### config.mk
export PLATFORM = sky130hd
export DESIGN_NAME = iq_deser
export DESIGN_NICKNAME = d
export VERILOG_FILES = /design/src/rtl/iq_deser_pkg.sv /design/src/rtl/iq_frame_ctrl.sv /design/src/rtl/iq_shift_pack.sv /design/src/rtl/iq_sm_decode.sv /design/src/rtl/iq_deser.sv
export SDC_FILE = /design/constraint.sdc
export NUM_CORES = 1
export LEC_CHECK = 0
export BUFFER_PORTS_ARGS = -buffer_cell sky130_fd_sc_hd__buf_2
export CAP_MARGIN = 15
export CORE_ASPECT_RATIO = 1.2
export CORE_MARGIN = 3
export CORE_UTILIZATION = 45
export DETAILED_ROUTE_END_ITERATION = 7
export PLACE_DENSITY = 0.8
export RECOVER_POWER = 25
export SYNTH_ARGS = -nofsm -noshare
export SYNTH_HDL_FRONTEND = slang
export SYNTH_SLANG_ARGS = --single-unit
export TNS_END_PERCENT = 1
### constraint.sdc
create_clock -name clk_i -period 1.4 [get_ports clk_i]
set_clock_uncertainty 0.1 [all_clocks]
set_input_delay 0.14 -clock clk_i [delete_from_list [all_inputs] [get_ports clk_i]]
set_output_delay 0.14 -clock clk_i [all_outputs]
set_load 0.03 [all_outputs]
### src/rtl/iq_deser_pkg.sv
package iq_deser_pkg;
  localparam int unsigned FRAME_LEN = 4;
  localparam int unsigned POS_W     = $clog2(FRAME_LEN);
  localparam int unsigned VAL_W     = 3;

  typedef logic [FRAME_LEN-1:0] sample_t;
  typedef logic signed [VAL_W-1:0] val_t;

  // sign/magnitude pair -> odd signed value
  function automatic val_t sm_to_val(input logic sign, input logic mag);
    val_t v;
    v = mag ? val_t'(3) : val_t'(1);
    return sign ? -v : v;
  endfunction
endpackage

### src/rtl/iq_frame_ctrl.sv
module iq_frame_ctrl
  import iq_deser_pkg::*;
(
  input  logic clk_i,
  input  logic rst_ni,
  input  logic sync_i,
  output logic last_o,
  output logic locked_o,
  output logic sync_err_o
);
  localparam logic [POS_W-1:0] LAST_POS = POS_W'(FRAME_LEN - 1);

  logic [POS_W-1:0] pos_q;
  logic             locked_q;
  logic             err_q;
  logic             first_due;

  assign first_due = (pos_q == '0);

  always_ff @(posedge clk_i or negedge rst_ni) begin
    if (!rst_ni) begin
      pos_q    <= '0;
      locked_q <= 1'b0;
      err_q    <= 1'b0;
    end else begin
      err_q <= locked_q && (sync_i != first_due);
      if (sync_i) begin
        locked_q <= 1'b1;
        pos_q    <= POS_W'(1);
      end else if (locked_q) begin
        if (first_due) begin
          locked_q <= 1'b0;
        end else begin
          pos_q <= (pos_q == LAST_POS) ? '0 : pos_q + POS_W'(1);
        end
      end
    end
  end

  assign last_o     = locked_q && !sync_i && (pos_q == LAST_POS);
  assign locked_o   = locked_q;
  assign sync_err_o = err_q;

  AST_MISSING_SYNC: assert property (@(posedge clk_i) disable iff (!rst_ni)
    (locked_q && first_due && !sync_i) |=> (sync_err_o && !locked_o));
  AST_EXTRA_SYNC: assert property (@(posedge clk_i) disable iff (!rst_ni)
    (locked_q && !first_due && sync_i) |=> (sync_err_o && locked_o));
  AST_NO_LOCK_NO_ERR: assert property (@(posedge clk_i) disable iff (!rst_ni)
    !locked_q |=> !sync_err_o);
endmodule

### src/rtl/iq_shift_pack.sv
module iq_shift_pack
  import iq_deser_pkg::*;
#(
  parameter int unsigned CNT_W = 16
) (
  input  logic             clk_i,
  input  logic             rst_ni,
  input  logic             data_i,
  input  logic             last_i,
  output sample_t          sample_o,
  output logic             valid_o,
  output logic [CNT_W-1:0] cnt_o
);
  logic [FRAME_LEN-2:0] sh_q;
  sample_t              sample_q;
  logic                 valid_q;
  logic [CNT_W-1:0]     cnt_q;

  // shift every cycle: the three bits before the last one are always the group's own
  always_ff @(posedge clk_i or negedge rst_ni) begin
    if (!rst_ni) begin
      sh_q     <= '0;
      sample_q <= '0;
      valid_q  <= 1'b0;
      cnt_q    <= '0;
    end else begin
      sh_q    <= {sh_q[FRAME_LEN-3:0], data_i};
      valid_q <= last_i;
      if (last_i) begin
        sample_q <= {sh_q, data_i};
        cnt_q    <= cnt_q + CNT_W'(1);
      end
    end
  end

  assign sample_o = sample_q;
  assign valid_o  = valid_q;
  assign cnt_o    = cnt_q;

  AST_VALID_PULSE: assert property (@(posedge clk_i) disable iff (!rst_ni)
    valid_o |=> !valid_o);
  AST_SAMPLE_HOLD: assert property (@(posedge clk_i) disable iff (!rst_ni)
    !last_i |=> $stable(sample_o));
  AST_CNT_HOLD: assert property (@(posedge clk_i) disable iff (!rst_ni)
    !last_i |=> $stable(cnt_o));
endmodule

### src/rtl/iq_sm_decode.sv
module iq_sm_decode
  import iq_deser_pkg::*;
#(
  parameter int unsigned NUM_COMP = FRAME_LEN / 2
) (
  input  sample_t                      sample_i,
  output logic [NUM_COMP*VAL_W-1:0]    val_o
);
  for (genvar c = 0; c < NUM_COMP; c++) begin : g_comp
    localparam int unsigned SB = FRAME_LEN - 1 - 2*c;
    val_t v;
    assign v = sm_to_val(sample_i[SB], sample_i[SB-1]);
    assign val_o[(NUM_COMP-1-c)*VAL_W +: VAL_W] = v;

    always_comb begin
      AST_DEC_ODD: assert (v[0] == 1'b1 && v[VAL_W-1] == sample_i[SB]);
    end
  end
endmodule

### src/rtl/iq_deser.sv
module iq_deser
  import iq_deser_pkg::*;
#(
  parameter int unsigned CNT_W = 16
) (
  input  logic             clk_i,
  input  logic             rst_ni,
  input  logic             data_i,
  input  logic             sync_i,
  output logic [3:0]       sample_o,
  output logic             valid_o,
  output logic             locked_o,
  output logic             sync_err_o,
  output logic [2:0]       i_val_o,
  output logic [2:0]       q_val_o,
  output logic [CNT_W-1:0] sample_cnt_o
);
  localparam int unsigned NUM_COMP = FRAME_LEN / 2;

  logic                        last;
  sample_t                     sample;
  logic [NUM_COMP*VAL_W-1:0]   vals;

  iq_frame_ctrl i_ctrl (
    .clk_i      (clk_i),
    .rst_ni     (rst_ni),
    .sync_i     (sync_i),
    .last_o     (last),
    .locked_o   (locked_o),
    .sync_err_o (sync_err_o)
  );

  iq_shift_pack #(.CNT_W(CNT_W)) i_pack (
    .clk_i    (clk_i),
    .rst_ni   (rst_ni),
    .data_i   (data_i),
    .last_i   (last),
    .sample_o (sample),
    .valid_o  (valid_o),
    .cnt_o    (sample_cnt_o)
  );

  iq_sm_decode #(.NUM_COMP(NUM_COMP)) i_dec (
    .sample_i (sample),
    .val_o    (vals)
  );

  assign sample_o = sample;
  assign i_val_o  = vals[2*VAL_W-1:VAL_W];
  assign q_val_o  = vals[VAL_W-1:0];

  AST_VALID_NEEDS_LOCK: assert property (@(posedge clk_i) disable iff (!rst_ni)
    valid_o |-> $past(locked_o));
  AST_CNT_STEP: assert property (@(posedge clk_i) disable iff (!rst_ni)
    $rose(valid_o) |-> (sample_cnt_o != $past(sample_cnt_o)));
endmodule

Word level (Yosys, flattened, before mapping)
Index checks and enable logic that the tools add are counted.
{"block": "word_totals", "ff_bits": 28, "input_bits": 4, "output_inout_bits": 29, "elab_cells": 32}
{"block": "op_classes", "add_sub_neg": 4, "eq_ne": 3, "n_mux": 11, "n_reduce_logical": 7}
{"cell": "16-bit by 1-bit adder with 16-bit output, second input constant", "count": 1}
{"cell": "2-bit 2-to-1 mux", "count": 6}
{"cell": "3-bit 2-to-1 mux", "count": 2}
{"cell": "3-bit negation", "count": 2}
{"cell": "1-bit logical AND", "count": 3}
{"cell": "1-bit 2-to-1 mux", "count": 3}
{"cell": "2-bit by 1-bit adder with 2-bit output, second input constant", "count": 1}
{"cell": "2-bit equality test, second input constant", "count": 1}
{"cell": "2-bit logical NOT", "count": 1}
{"cell": "2-bit inequality test, second input constant", "count": 1}
{"cell": "2-bit AND reduction", "count": 1}
{"cell": "2-bit nonzero test", "count": 1}
{"cell": "1-bit logical NOT", "count": 1}
{"cell": "1-bit inequality test", "count": 1}

Depth between registers and ports, before layout
{"block": "depth", "word_depth": 5, "depth_mapped": 5, "mapped_depth_nobuf": 5}

Hierarchy
Synthesis repeated with hierarchy kept, for this count alone.
{"block": "hier_totals", "cells_unflattened": 100, "area_unflattened_um2": 1251.2}
{"mod": "iq_shift_pack", "instances": 1, "cells_per_inst": 73, "area_each_um2": 978.4, "seq_area_each_um2": 600.6}
{"mod": "iq_frame_ctrl", "instances": 1, "cells_per_inst": 20, "area_each_um2": 221.5, "seq_area_each_um2": 100.1}
{"mod": "iq_sm_decode", "instances": 1, "cells_per_inst": 7, "area_each_um2": 51.3, "seq_area_each_um2": 0.0}

Worst setup path before layout
OpenSTA, ideal clock, no wires.
{"block": "synth_timing", "path_type": "register to register", "startpoint": "register i_ctrl.locked_q, in the netlist i_ctrl.locked_o", "endpoint": "register i_pack.cnt_q[13], in the netlist i_pack.cnt_o[13]", "t_arrival_ns": 1.328, "setup_slack_ns": -0.161, "path_stages_with_launch": 5, "period_less_slack_ns": 1.561, "path_cell_list": "dfrtp_1 nand3b_4 nor3_4 nand4_1 xnor2_1"}
{"block": "synth_via", "elab_chain_len": 2}
{"item": "from (decl)", "line_no": "iq_frame_ctrl.sv:14", "text": "logic locked_q;"}
{"item": "from (signal assigned)", "line_no": "iq_frame_ctrl.sv:23", "text": "locked_q <= 1'b0;"}
{"item": "from (signal assigned)", "line_no": "iq_frame_ctrl.sv:28", "text": "locked_q <= 1'b1;"}
{"item": "from (signal assigned)", "line_no": "iq_frame_ctrl.sv:32", "text": "locked_q <= 1'b0;"}
{"item": "1-bit logical AND (2 in series)", "line_no": "iq_frame_ctrl.sv:40", "text": "assign last_o = locked_q && !sync_i && (pos_q == LAST_POS);"}
{"item": "to (signal assigned)", "line_no": "iq_shift_pack.sv:31", "text": "cnt_q <= cnt_q + CNT_W'(1);"}
{"item": "to (decl)", "line_no": "iq_shift_pack.sv:17", "text": "logic [CNT_W-1:0] cnt_q;"}
No other way between the ends.
A chain may end at the register's enable or synchronous reset.

Worst setup path in the final report
{"block": "layout_timing", "startpoint": "register i_ctrl.pos_q[0]", "endpoint": "register i_pack.cnt_q[13], in the netlist i_pack.cnt_o[13]"}
{"block": "layout_via", "elab_chain_len": 2}
{"item": "from (decl)", "line_no": "iq_frame_ctrl.sv:13", "text": "logic [POS_W-1:0] pos_q;"}
{"item": "from (signal assigned)", "line_no": "iq_frame_ctrl.sv:34", "text": "pos_q <= (pos_q == LAST_POS) ? '0 : pos_q + POS_W'(1);"}
{"item": "2-bit equality test", "line_no": "iq_frame_ctrl.sv:40"}
{"item": "1-bit logical AND", "line_no": "iq_frame_ctrl.sv:40"}
No other way between the ends.

==> impl_results.md <==
* CTS tree: done
* Achievable frequency at 0.690 GHz
* Pre-CTS WS at -0.0607 ns
* Clock buffer depth at 2
* Yosys top cell area share at 0.574
* Hpwl dp at 1700 µm
* Critical Path RT at 1.51 ns
* Initial Utilization at 0.478
* RSZ-0062 raised after global routing: true
* Failing checks: negative setup slack
* CP Launch Type: flop
* Root buffer cell: clkbuf_4
* Via count at 868
* Critical Path Fanout Max at 5
* Critical Path AT at 1.56 ns
* WL final at 2280 µm
* Non-Filler Instances at 183
* Min setup slack post-route at -0.0497 ns
* Ys Warns at 0
* Crit end category: flop
* Pwr dens at 1690 mW/mm²
* Fill cells at 232
* Fin crit share at 1.04
* Routed vias/inst at 4.74
* # setup viols final at 6
* Num rows at 20
* Total Die Area at 0.00338 mm²
* CTS sink count at 28
* Leak at 0.000813 µW
* H-tree levels at 1
* Worst-Margin Slew at 0.679 ns
* Tmin final at 1.45 ns
* Final GP Congestion at 0.690
* Sequential share of the synthesized area at 0.574
* Boundary pin count at 33
* Hold slack final at 0.0103 ns
* Final hold violations at 0
* Port Buffers at 30
* Iter 0 DRT Violations at 4
* Global Route Usage Sum at 0.143
* Yosys cell types at 20
* Dominant cell type by area after synthesis: dfrtp_1
* DIE HEIGHT at 63.1 µm
* DRC errors left at 0
* Max-cap viol count at 0
* Initial antenna violation count at 0
* Layout Nets at 159
* Setup CP Type: flop to flop
* Vias in the first global route at 816
* #FFs+latches synth at 28
* VDD IR-drop max at 1.28 mV
* Finished Cell Area at 0.00157 mm²
* Synth area leaders: dfrtp_1 (57%), xnor2_1 (9.3%), nand2_1 (6.8%), ha_1 (4.1%), nand3_1 (2.9%)
* Grt ovf at 0
* Synthesized area per cell at 11.2 µm²
* Largest net degree at the start of global routing at 29
* Post-Syn Area at 0.00122 mm²
* Mapped Cells at 109
* Final core utilization at 0.615
* Remaining antenna violation count at 0
* Hold Path Class: input port to flop
* Max-slew headroom at 0.547
* Placement Cell Area at 0.00146 mm²
* Clk_lat worst skew at 0.33 ns
* Placed insts at 175
* Antenna fix cells at 0
* Share of cells above drive strength 1 at 0.400
* Per-cell routed wire length at 12.4 µm
* Core area at 0.00255 mm²
* Drt pass-1 iters at 4
* Slew Viols, Final at 0
* Layout Area Growth over Synthesis at 28.5%
* Die span in x at 53.6 µm
* CTS buffer count at 3
* Status: finished, violations left
* First-pass GRT wire length at 3570 µm
* Clock slew at reported path FFs at 0.15 ns
cell usage in the layout (no fill, tap or decap), types with 4 or more instances in the layout:
cell type	netlist	layout
nand3_1	7	6
buf_4	4	9
buf_2	0	26
inv_1	5	5
dfrtp_1	28	21
xnor2_1	13	13
dfrtp_2	0	7
nand2_1	22	21
nor2_1	4	4
cell families (layout without fill, tap and decap cells):
logic type / after synthesis / count (layout) / share of synthesized area
compound gates: 6 / 6 / 0.0277
xor+xnor: 17 / 17 / 0.122
fa+ha+maj: 4 / 4 / 0.0410
buf+inv: 10 / 50 / 0.0430
flops: 28 / 28 / 0.574
other cells: 1 / 2 / 0.00307
simple gates: 43 / 43 / 0.190
routing by layer:
metal,part of all wire,vias up,GRT usage
li1,-,426,-
met1,0.41,412,0.172
met2,0.52,26,0.245
met3,0.050,4,0.0213
met4,0.018,0,0.0575
met5,0,-,0
per-stage QoR:
stage	setup TNS, ns	total power (µW)
3_3_place_gp	-0.00767	2210
2_1_floorplan	-0.264	1930
4_1_cts	-0.385	2620
5_1_grt	-1.18	2840
6_report	-0.136	2660
3_5_place_dp	-0.343	2260
flip-flops by register name (all words and copies together), names as in the netlist:
| name | count |
|---|---|
| i_pack.cnt_o | 16 |
| i_pack.sample_o | 4 |
| i_pack.sh_q | 3 |
| i_ctrl.pos_q | 2 |
| i_ctrl.locked_o | 1 |
| i_ctrl.sync_err_o | 1 |
| i_pack.valid_o | 1 |
critical path, cell delays in order (launching register included):
cell and delay [ns]:
dfrtp_1 0.38, ha_2 0.21, nand3b_4 0.13, nor3_4 0.23
nand4_1 0.15, xnor2_1 0.15
path summary, 6_finish.rpt:
| kind | from | end | slack, ns | depth (start not counted) |
|---|---|---|---|---|
| min reg2reg | i_pack.sh_q[1]$_DFF_PN0_ | i_pack.sh_q[2]$_DFF_PN0_ | 0.30 | 0 |
| max reg2reg | i_ctrl.pos_q[0]$_DFFE_PN0P_ | i_pack.cnt_o[13]$_DFFE_PN0P_ | -0.05 | 5 |
| max | i_ctrl.pos_q[0]$_DFFE_PN0P_ | i_pack.cnt_o[13]$_DFFE_PN0P_ | -0.05 | 5 |
| min in group asynchronous | rst_ni | i_pack.cnt_o[14]$_DFFE_PN0P_ | 0.26 | 2 |
| min | sync_i | i_ctrl.pos_q[0]$_DFFE_PN0P_ | 0.01 | 3 |
| max in group asynchronous | rst_ni | i_pack.cnt_o[1]$_DFFE_PN0P_ | 0.46 | 2 |
layout make-up:
type / count / area [µm²] / share of cell area
Sequential cell: 28 / 709 / 0.452
Multi-Input combinational cell: 72 / 533 / 0.340
Timing Repair Buffer: 40 / 236 / 0.151
Tap cell: 33 / 41.3 / 0.0263
Clock buffer: 4 / 26.3 / 0.0167
Inverter: 6 / 22.5 / 0.0144
synth_stat cells:
cell type / n
nand3_1: 7
xnor2_1: 13
and3_1: 2
conb_1: 1
or2_4: 1
nand2_1: 22
nor3_4: 2
o21ai_0: 4
nand3b_4: 1
nor2_2: 1
clkinv_1: 1
buf_4: 4
o41ai_1: 1
a21oi_1: 1
ha_1: 4
nand4_1: 3
nor2_1: 4
inv_1: 5
xor2_1: 4
dfrtp_1: 28
power breakdown:
part,leakage [µW],switching [µW],internal (µW)
logic,0.000443,751,429
clock network,0.0000150,223,112
registers,0.000355,167,976
total,0.000813,1140,1520
what timing repair did:
action	4_1_cts	5_1_grt
setup buffers	1	0
endpoints found under the hold margin	32	0
gates resized for setup	3	11
hold buffers	3	0
setup endpoints to repair	14	19
pin swaps	5	5
Power figures use the tool's default switching activity.
